<file path="config.mk">
export PLATFORM = sky130hd
export DESIGN_NAME = mom_filter
export DESIGN_NICKNAME = d
export VERILOG_FILES = /design/src/rtl/mom_pkg.sv /design/src/rtl/mom_cmp.sv /design/src/rtl/mom_med3.sv /design/src/rtl/mom_channel.sv /design/src/rtl/mom_filter.sv
export SDC_FILE = /design/constraint.sdc
export NUM_CORES = 1
export LEC_CHECK = 0
export BUFFER_PORTS_ARGS = -buffer_cell sky130_fd_sc_hd__buf_2
export CAP_MARGIN = 20
export CORE_MARGIN = 2
export CORE_UTILIZATION = 55
export DETAILED_ROUTE_END_ITERATION = 16
export GPL_TIMING_DRIVEN = 1
export HOLD_SLACK_MARGIN = 0.12
export MAX_ROUTING_LAYER = met4
export PLACE_DENSITY = 0.81
export SYNTH_ARGS = -nofsm -noshare
export SYNTH_HDL_FRONTEND = slang
export SYNTH_SLANG_ARGS = --single-unit
</file>
<file path="constraint.sdc">
create_clock -name clk -period 14.4 [get_ports clk]
set_input_delay 2.88 -clock clk [delete_from_list [all_inputs] [get_ports clk]]
set_output_delay 2.88 -clock clk [all_outputs]
set_load 0.03 [all_outputs]
</file>
<file path="src/rtl/mom_pkg.sv">
package mom_pkg;
    localparam int WIN_SIDE  = 3;
    localparam int WIN_TAPS  = WIN_SIDE * WIN_SIDE;

    typedef struct packed {
        logic gt;
        logic lt;
        logic eq;
    } rel_t;
endpackage

</file>
<file path="src/rtl/mom_cmp.sv">
module mom_cmp #(
    parameter int W = 8
) (
    input  logic [W-1:0]  lhs,
    input  logic [W-1:0]  rhs,
    output mom_pkg::rel_t rel
);
    always_comb begin
        rel.gt = (lhs > rhs);
        rel.lt = (lhs < rhs);
        rel.eq = ~rel.gt & ~rel.lt;
    end
endmodule

</file>
<file path="src/rtl/mom_med3.sv">
module mom_med3 #(
    parameter int W = 8
) (
    input  logic [W-1:0] a,
    input  logic [W-1:0] b,
    input  logic [W-1:0] c,
    output logic [W-1:0] mid
);
    mom_pkg::rel_t r_ab, r_bc, r_ca;
    logic a_mid, b_mid;
    logic pick_a, pick_b, pick_c;

    mom_cmp #(.W(W)) u_ab (.lhs(a), .rhs(b), .rel(r_ab));
    mom_cmp #(.W(W)) u_bc (.lhs(b), .rhs(c), .rel(r_bc));
    mom_cmp #(.W(W)) u_ca (.lhs(c), .rhs(a), .rel(r_ca));

    always_comb begin
        // a lies between b and c (either order)
        a_mid  = (~r_ab.lt & ~r_ca.lt) | (~r_ab.gt & ~r_ca.gt);
        // b lies between a and c (either order)
        b_mid  = (~r_ab.gt & ~r_bc.gt) | (~r_ab.lt & ~r_bc.lt);
        // lowest index wins on ties; exactly one pick is raised
        pick_a = a_mid;
        pick_b = b_mid & ~a_mid;
        pick_c = ~a_mid & ~b_mid;
        mid    = ({W{pick_a}} & a) | ({W{pick_b}} & b) | ({W{pick_c}} & c);
    end
endmodule

</file>
<file path="src/rtl/mom_channel.sv">
module mom_channel #(
    parameter int W = 8
) (
    input  logic [mom_pkg::WIN_TAPS*W-1:0] win,
    output logic [W-1:0]                   med
);
    localparam int SIDE = mom_pkg::WIN_SIDE;

    logic [W-1:0] row_med [SIDE];

    for (genvar r = 0; r < SIDE; r++) begin : g_row
        mom_med3 #(.W(W)) u_row (
            .a  (win[(r*SIDE+0)*W +: W]),
            .b  (win[(r*SIDE+1)*W +: W]),
            .c  (win[(r*SIDE+2)*W +: W]),
            .mid(row_med[r])
        );
    end

    mom_med3 #(.W(W)) u_final (
        .a  (row_med[0]),
        .b  (row_med[1]),
        .c  (row_med[2]),
        .mid(med)
    );
endmodule

</file>
<file path="src/rtl/mom_filter.sv">
module mom_filter #(
    parameter int PIX_W    = 8,
    parameter int CHANNELS = 3,
    parameter bit OUT_REG  = 1'b1
) (
    input  logic                                        clk,
    input  logic                                        rst_n,
    input  logic                                        in_valid,
    input  logic [CHANNELS*mom_pkg::WIN_TAPS*PIX_W-1:0] in_pix,
    output logic                                        out_valid,
    output logic [CHANNELS*PIX_W-1:0]                   out_pix
);
    localparam int TAPS  = mom_pkg::WIN_TAPS;
    localparam int WIN_W = TAPS * PIX_W;

    logic [CHANNELS*PIX_W-1:0] med_all;

    for (genvar ch = 0; ch < CHANNELS; ch++) begin : g_ch
        mom_channel #(.W(PIX_W)) u_chan (
            .win(in_pix[ch*WIN_W +: WIN_W]),
            .med(med_all[ch*PIX_W +: PIX_W])
        );

        // rank and membership of the combinational result
        logic [3:0] le_cnt, ge_cnt;
        logic       is_member;
        always_comb begin
            le_cnt    = '0;
            ge_cnt    = '0;
            is_member = 1'b0;
            for (int k = 0; k < TAPS; k++) begin
                if (in_pix[ch*WIN_W + k*PIX_W +: PIX_W] <= med_all[ch*PIX_W +: PIX_W])
                    le_cnt = le_cnt + 4'd1;
                if (in_pix[ch*WIN_W + k*PIX_W +: PIX_W] >= med_all[ch*PIX_W +: PIX_W])
                    ge_cnt = ge_cnt + 4'd1;
                if (in_pix[ch*WIN_W + k*PIX_W +: PIX_W] == med_all[ch*PIX_W +: PIX_W])
                    is_member = 1'b1;
            end
        end

        a_r3_rank_window: assert property (@(posedge clk) disable iff (!rst_n)
            (le_cnt >= 4'd4) && (ge_cnt >= 4'd4));
        a_r2_is_a_sample: assert property (@(posedge clk) disable iff (!rst_n)
            is_member);
    end

    if (OUT_REG) begin : g_reg
        always_ff @(posedge clk) begin
            if (!rst_n) begin
                out_valid <= 1'b0;
                out_pix   <= '0;
            end else begin
                out_valid <= in_valid;
                if (in_valid)
                    out_pix <= med_all;
            end
        end

        a_r6_valid_latency: assert property (@(posedge clk) disable iff (!rst_n)
            out_valid == $past(in_valid));
        a_r7_hold_when_idle: assert property (@(posedge clk) disable iff (!rst_n)
            !$past(in_valid) |-> $stable(out_pix));
        a_r6_result_loaded: assert property (@(posedge clk) disable iff (!rst_n)
            in_valid |=> (out_pix == $past(med_all)));
    end else begin : g_comb
        assign out_valid = in_valid;
        assign out_pix   = med_all;
    end
endmodule

</file>
; ---- Word level (Yosys, flattened, before mapping)
; Cells that the tools add are included.
[totals]
inputBits = 219
elab_cells = 326
reg_bits = 25
output_inout_bits = 25
[op_classes]
n_lt_le_gt_ge = 72
bitwise = 252
[ops]
columns = op, count
row1 = $and A8 B8 Y8, 36
row2 = $gt A8 B8 Y1, 36
row3 = $lt A8 B8 Y1, 36
row4 = $or A8 B8 Y8, 24
row5 = $not A1 Y1, 96
row6 = $and A1 B1 Y1, 72
row7 = $or A1 B1 Y1, 24

; ---- Logic depth before layout (Yosys ltp)
[logic_depth]
ltp_word = 18
mapped_depth = 22
ltp_nobuf = 19

; ---- Modules after synthesis
; From an unflattened synthesis, not the netlist that was laid out.
[unflattened]
cells_unflattened = 1591
hier_area_um2 = 12066.6
[by_module_without_submodules]
columns = mod, cells_each, area_each_um2, n_inst, seq_area_each_um2
row1 = mom_cmp, 33, 241.5, 36, 0.0
row2 = mom_med3, 27, 201.4, 12, 0.0
row3 = mom_filter, 79, 955.9, 1, 500.5

; ---- Least setup slack after synthesis
; OpenSTA, ideal clock, no wires.
[synth_timing]
kind = input to register
from = in in_pix[149] (netlist name)
to = reg out_pix[17]
path_slack_ns = 7.388
stages = 20
setup_time_ns = 0.096
n_path_buf = 1
arrival_time_ns = 6.916
t_required_ns = 14.304
path_cell_list = inv_1 > ha_1 > a21oi_1 > nor2b_1 > o21ai_1 > o21ai_1 > or4_4 > and2_4 > buf_6 > a222oi_1 > inv_1 > ha_1 > nor2b_1 > o211ai_1 > a21oi_1 > or3_1 > mux2i_1 > a21boi_2 > a211o_1 > o311ai_1
[synth_between]
elab_chain_len = 18
elab_cells_between_ends = 46
cone_classes = order compare (8) / bitwise (38)
[synth_rtl]
columns = item, line_no
row1 = "start, declared", mom_filter.sv:9  ; input logic [CHANNELS*mom_pkg::WIN_TAPS*PIX_W-1:0] in_pix,
row2 = $lt A8 B8 Y1 / $gt A8 B8 Y1 (equally long branches), "mom_cmp.sv:10, mom_cmp.sv:9"
row3 = $not A1 Y1, --
row4 = $and A1 B1 Y1, mom_med3.sv:19  ; a_mid = (~r_ab.lt & ~r_ca.lt) | (~r_ab.gt & ~r_ca.gt);
row5 = $or A1 B1 Y1, mom_med3.sv:19
row6 = $not A1 Y1, "mom_med3.sv:24, mom_med3.sv:25"
row7 = $and A1 B1 Y1, mom_med3.sv:24  ; pick_b = b_mid & ~a_mid;
row8 = $and A8 B8 Y8, mom_med3.sv:26  ; mid = ({W{pick_a}} & a) | ({W{pick_b}} & b) | ({W{pick_c}} & c);
row9 = $or A8 B8 Y8, mom_med3.sv:26
row10 = (+2 left out), --
row11 = $not A1 Y1, --
row12 = $and A1 B1 Y1, mom_med3.sv:19
row13 = $or A1 B1 Y1, mom_med3.sv:19
row14 = $not A1 Y1, "mom_med3.sv:24, mom_med3.sv:25"
row15 = $and A1 B1 Y1, mom_med3.sv:24
row16 = $and A8 B8 Y8, mom_med3.sv:26
row17 = $or A8 B8 Y8, mom_med3.sv:26
row18 = $or A8 B8 Y8 (*), mom_med3.sv:26
row19 = "end signal, assigned", mom_filter.sv:55  ; out_pix <= med_all;
row20 = "end, declared", mom_filter.sv:11  ; output logic [CHANNELS*PIX_W-1:0] out_pix
; Mark *: on every way between the ends. The rest lies on a longest branch, timed or not.
; A chain may end at the register's enable or synchronous reset.

; ---- Final worst setup path
[layout_timing]
from = in in_pix[49] (netlist name)
to = reg out_pix[2]
; Same word-level chain as after synthesis.

==> results.toml <==
[outcome]
outcome = "finished, final reports clean"

[global_route]
antenna_found_initial = 0
grt_usage_pct = 29.5
grt_pass1_vias = 11000
grt.overflow.total = 0
grt_max_degree = 45
grt_pass1_wl_mm = 49.1

[final_layout]
regArea_um2 = 500
fillers = 1657
drive_gt1_share_pct = 19.3
layout_common_cells = "inv_1, ha_1, buf_2, a21oi_1, nand4_1"
antenna_cells = 0
multi_input_area_um2 = 8710
fin_cells = 1836
area_growth_pct = 14.6
final_util_pct = 63.9
nets = 2110

[worst_setup_path]
crit_chain = "buf_2 > inv_1 > ha_1 > nor2b_1 > o211ai_2 > a21oi_1 > a211o_1 > or3_1 > and2_1 > a222oi_1 > ha_1 > nor2b_1 > o211ai_1 > a21oi_1 > a211oi_1 > mux2i_1 > nand2b_1 > or3_1 > o211ai_1"
startpoint = "in_pix[49]"
critPathSlowestCell = "a222oi_1"
path_max_fanout = 9
timing.rr.start = "out_pix[7]$_SDFFE_PN0P_"
rrSetupSlack_ns = 13.27
worstSetupPathType = "input pin to flip-flop"
reg2regPathDepth = 3
critPathCapture = "out_pix[2]$_SDFFE_PN0P_"
worstReg2RegEnd = "out_pix[7]$_SDFFE_PN0P_"
max_stage_delay_ns = 0.63
required_ns = 14.59
cp-start-kind = "input pin"
arrival_ns = 7.78
cp-end-kind = "flip-flop"

[synthesis]
synth_area_per_cell_um2 = 7.56
seq_area_frac_synth_pct = 4.82
synth_cells = 1375
synth_warnings = 0
synth_edf_count = 0
synthArstFlopShare_pct = 0
ys.flop_type = "dfxtp_1"
syn_area_um2 = 10400
syn_nets = 1882
synth_cell_type_count = 80
ys_ff_latch = 25

[clock_tree]
cts_root_buf = "clkbuf_16"
cts_hold_buf = 0
cts_buffers = 3
clk_pin_slew_ns = 0.08
cts_resized = 0
clock-sinks = 25
clock_latency_ns = 0.27
htree_levels = 1
cts_tree = "yes"
postCtsSetupBuffers = 0
cts_buffer_depth = 2

[detailed_routing]
vias_per_cell = 6.19
drc_errors = 0
num_vias = 11400
wirelength_mm = 29.5
wl_per_cell_um = 16.1
drt_iter0_drc = 785
ant_nets = 0
drt_pass1_iterations = 7

[die]
coreArea_um2 = 18600
die_h_um = 141
die-area_um2 = 20000
start_util_pct = 55.7
fp.dieW_um = 141
row_count = 50
io_pins = 244

[placed_design]
dp_hpwl_mm = 25.7
port_buffers = 243
globalplace.congestion = 1.01
dpl.cell_count = 1831

[power]
powerDensity_nw_per_um2 = 81.8
p_leak_nw = 6.56
irDropWorstVdd_v = 0.0000497

[timing]
hold_violations = 0
rsz0062_at_grt = "false"
whs_ns = 0.655
max_freq_mhz = 132
maxSlewHeadroom_pct = 36.8
report.final.slew_viol_count = 0
tightest_slew_ns = 0.921
fin_skew_ns = 0
post-route-period-util_pct = 52.7
setup_viol = 0
tns_ns = 0
period_minus_slack_ns = 7.59

[job]
drv_cap = 0

[hold_path]
hp-class = "flip-flop to flip-flop"
==> worst max-delay path, delay by kind of cell <==
| kind | cells | cell delay, ns |
|---|---|---|
| AOI/OAI and AO/OA | 8 | 1.74 |
| adders and majority gates | 2 | 0.68 |
| buffers and inverters | 2 | 0.16 |
| muxes | 1 | 0.63 |
| and+or+nand+nor | 6 | 1.69 |
==> registers in the layout, indices dropped and copies added (netlist names) <==
register	flops
out_pix	24
out_valid	1
==> cell type report <==
type                    count  share of cell area [%]
repair buffers            245                    10.4
clock inverters             1                  0.0631
flip-flops and latches     25                    4.20
well taps                 234                    2.46
clock buffers               3                   0.631
inverters                 288                    9.08
multi-input cells        1040                    73.2
==> routing by layer <==
metal / GRT usage, % / vias to the layer above / routed length (um)
met4: 7.16 / 0 / 605
met2: 52.5 / 404 / 14300
li1: - / 5613 / -
met5: - / - / 0
met1: 36.6 / 5298 / 12800
met3: 1.89 / 48 / 1800
==> cells in the mapped netlist (8+ instances only) <==
| cell | count | area [um2] |
|---|---|---|
| ha_1 | 288 | 3600 |
| inv_1 | 288 | 1080 |
| a21oi_1 | 103 | 515 |
| nand4_1 | 58 | 363 |
| o211ai_1 | 49 | 368 |
| nand2_1 | 47 | 176 |
| o21ai_0 | 47 | 235 |
| nor2_1 | 46 | 173 |
| a222oi_1 | 40 | 400 |
| nand3_1 | 35 | 175 |
| nor3_1 | 35 | 175 |
| nor2b_1 | 33 | 206 |
| or3_1 | 26 | 163 |
| dfxtp_1 | 25 | 500 |
| a21o_1 | 18 | 135 |
| a221o_1 | 16 | 160 |
| and2_1 | 14 | 87.6 |
| a211o_1 | 13 | 114 |
| clkbuf_1 | 13 | 48.8 |
| a221oi_2 | 9 | 135 |
| a31oi_1 | 9 | 56.3 |
| nand3b_1 | 9 | 67.6 |
| a22oi_1 | 8 | 60.1 |
| a41o_1 | 8 | 80.1 |
| o21a_1 | 8 | 60.1 |
| o311ai_1 | 8 | 70.1 |
| or2_2 | 8 | 50.1 |
==> report_power, final <==
| group | switching, W | total [W] | internal, W |
|---|---|---|---|
| Clock | 0.0000303 | 0.0000682 | 0.0000379 |
| Sequential | 0.0000135 | 0.000109 | 0.0000959 |
| Combinational | 0.000487 | 0.000796 | 0.000310 |
| Total | 0.000530 | 0.000974 | 0.000444 |
==> worst min-delay path by stage <==
stage	from	endpoint	slack, ns	depth (start not counted)
finish	out_pix[15]$_SDFFE_PN0P_	out_pix[15]$_SDFFE_PN0P_	0.65	3
floorplan	out_pix[10]$_SDFFE_PN0P_	out_pix[10]$_SDFFE_PN0P_	0.74	3
detailed placement	out_pix[15]$_SDFFE_PN0P_	out_pix[15]$_SDFFE_PN0P_	0.62	3
CTS	out_pix[15]$_SDFFE_PN0P_	out_pix[15]$_SDFFE_PN0P_	0.65	3
global route	out_pix[14]$_SDFFE_PN0P_	out_pix[14]$_SDFFE_PN0P_	0.68	3
global placement	out_pix[14]$_SDFFE_PN0P_	out_pix[14]$_SDFFE_PN0P_	0.64	3
==> through the flow <==
step	total power, W	setup WS, ns	area, um2
after floorplan	0.000672	7.39	10400
after global placement	0.000864	6.66	11800
after detailed placement	0.000887	6.53	11800
after CTS	0.000959	6.82	11900
after global routing	0.00107	6.50	11900
final	0.000974	6.81	11900
==> cell families after synthesis <==
family          count (synthesis)  synth area share [%]
fa+ha+maj                     288                  34.7
simple gates                  335                  17.8
flops                          25                  4.82
compound gates                412                  30.8
mux                             5                 0.518
buf+inv                       310                  11.4
Power figures use the tool's default switching activity.
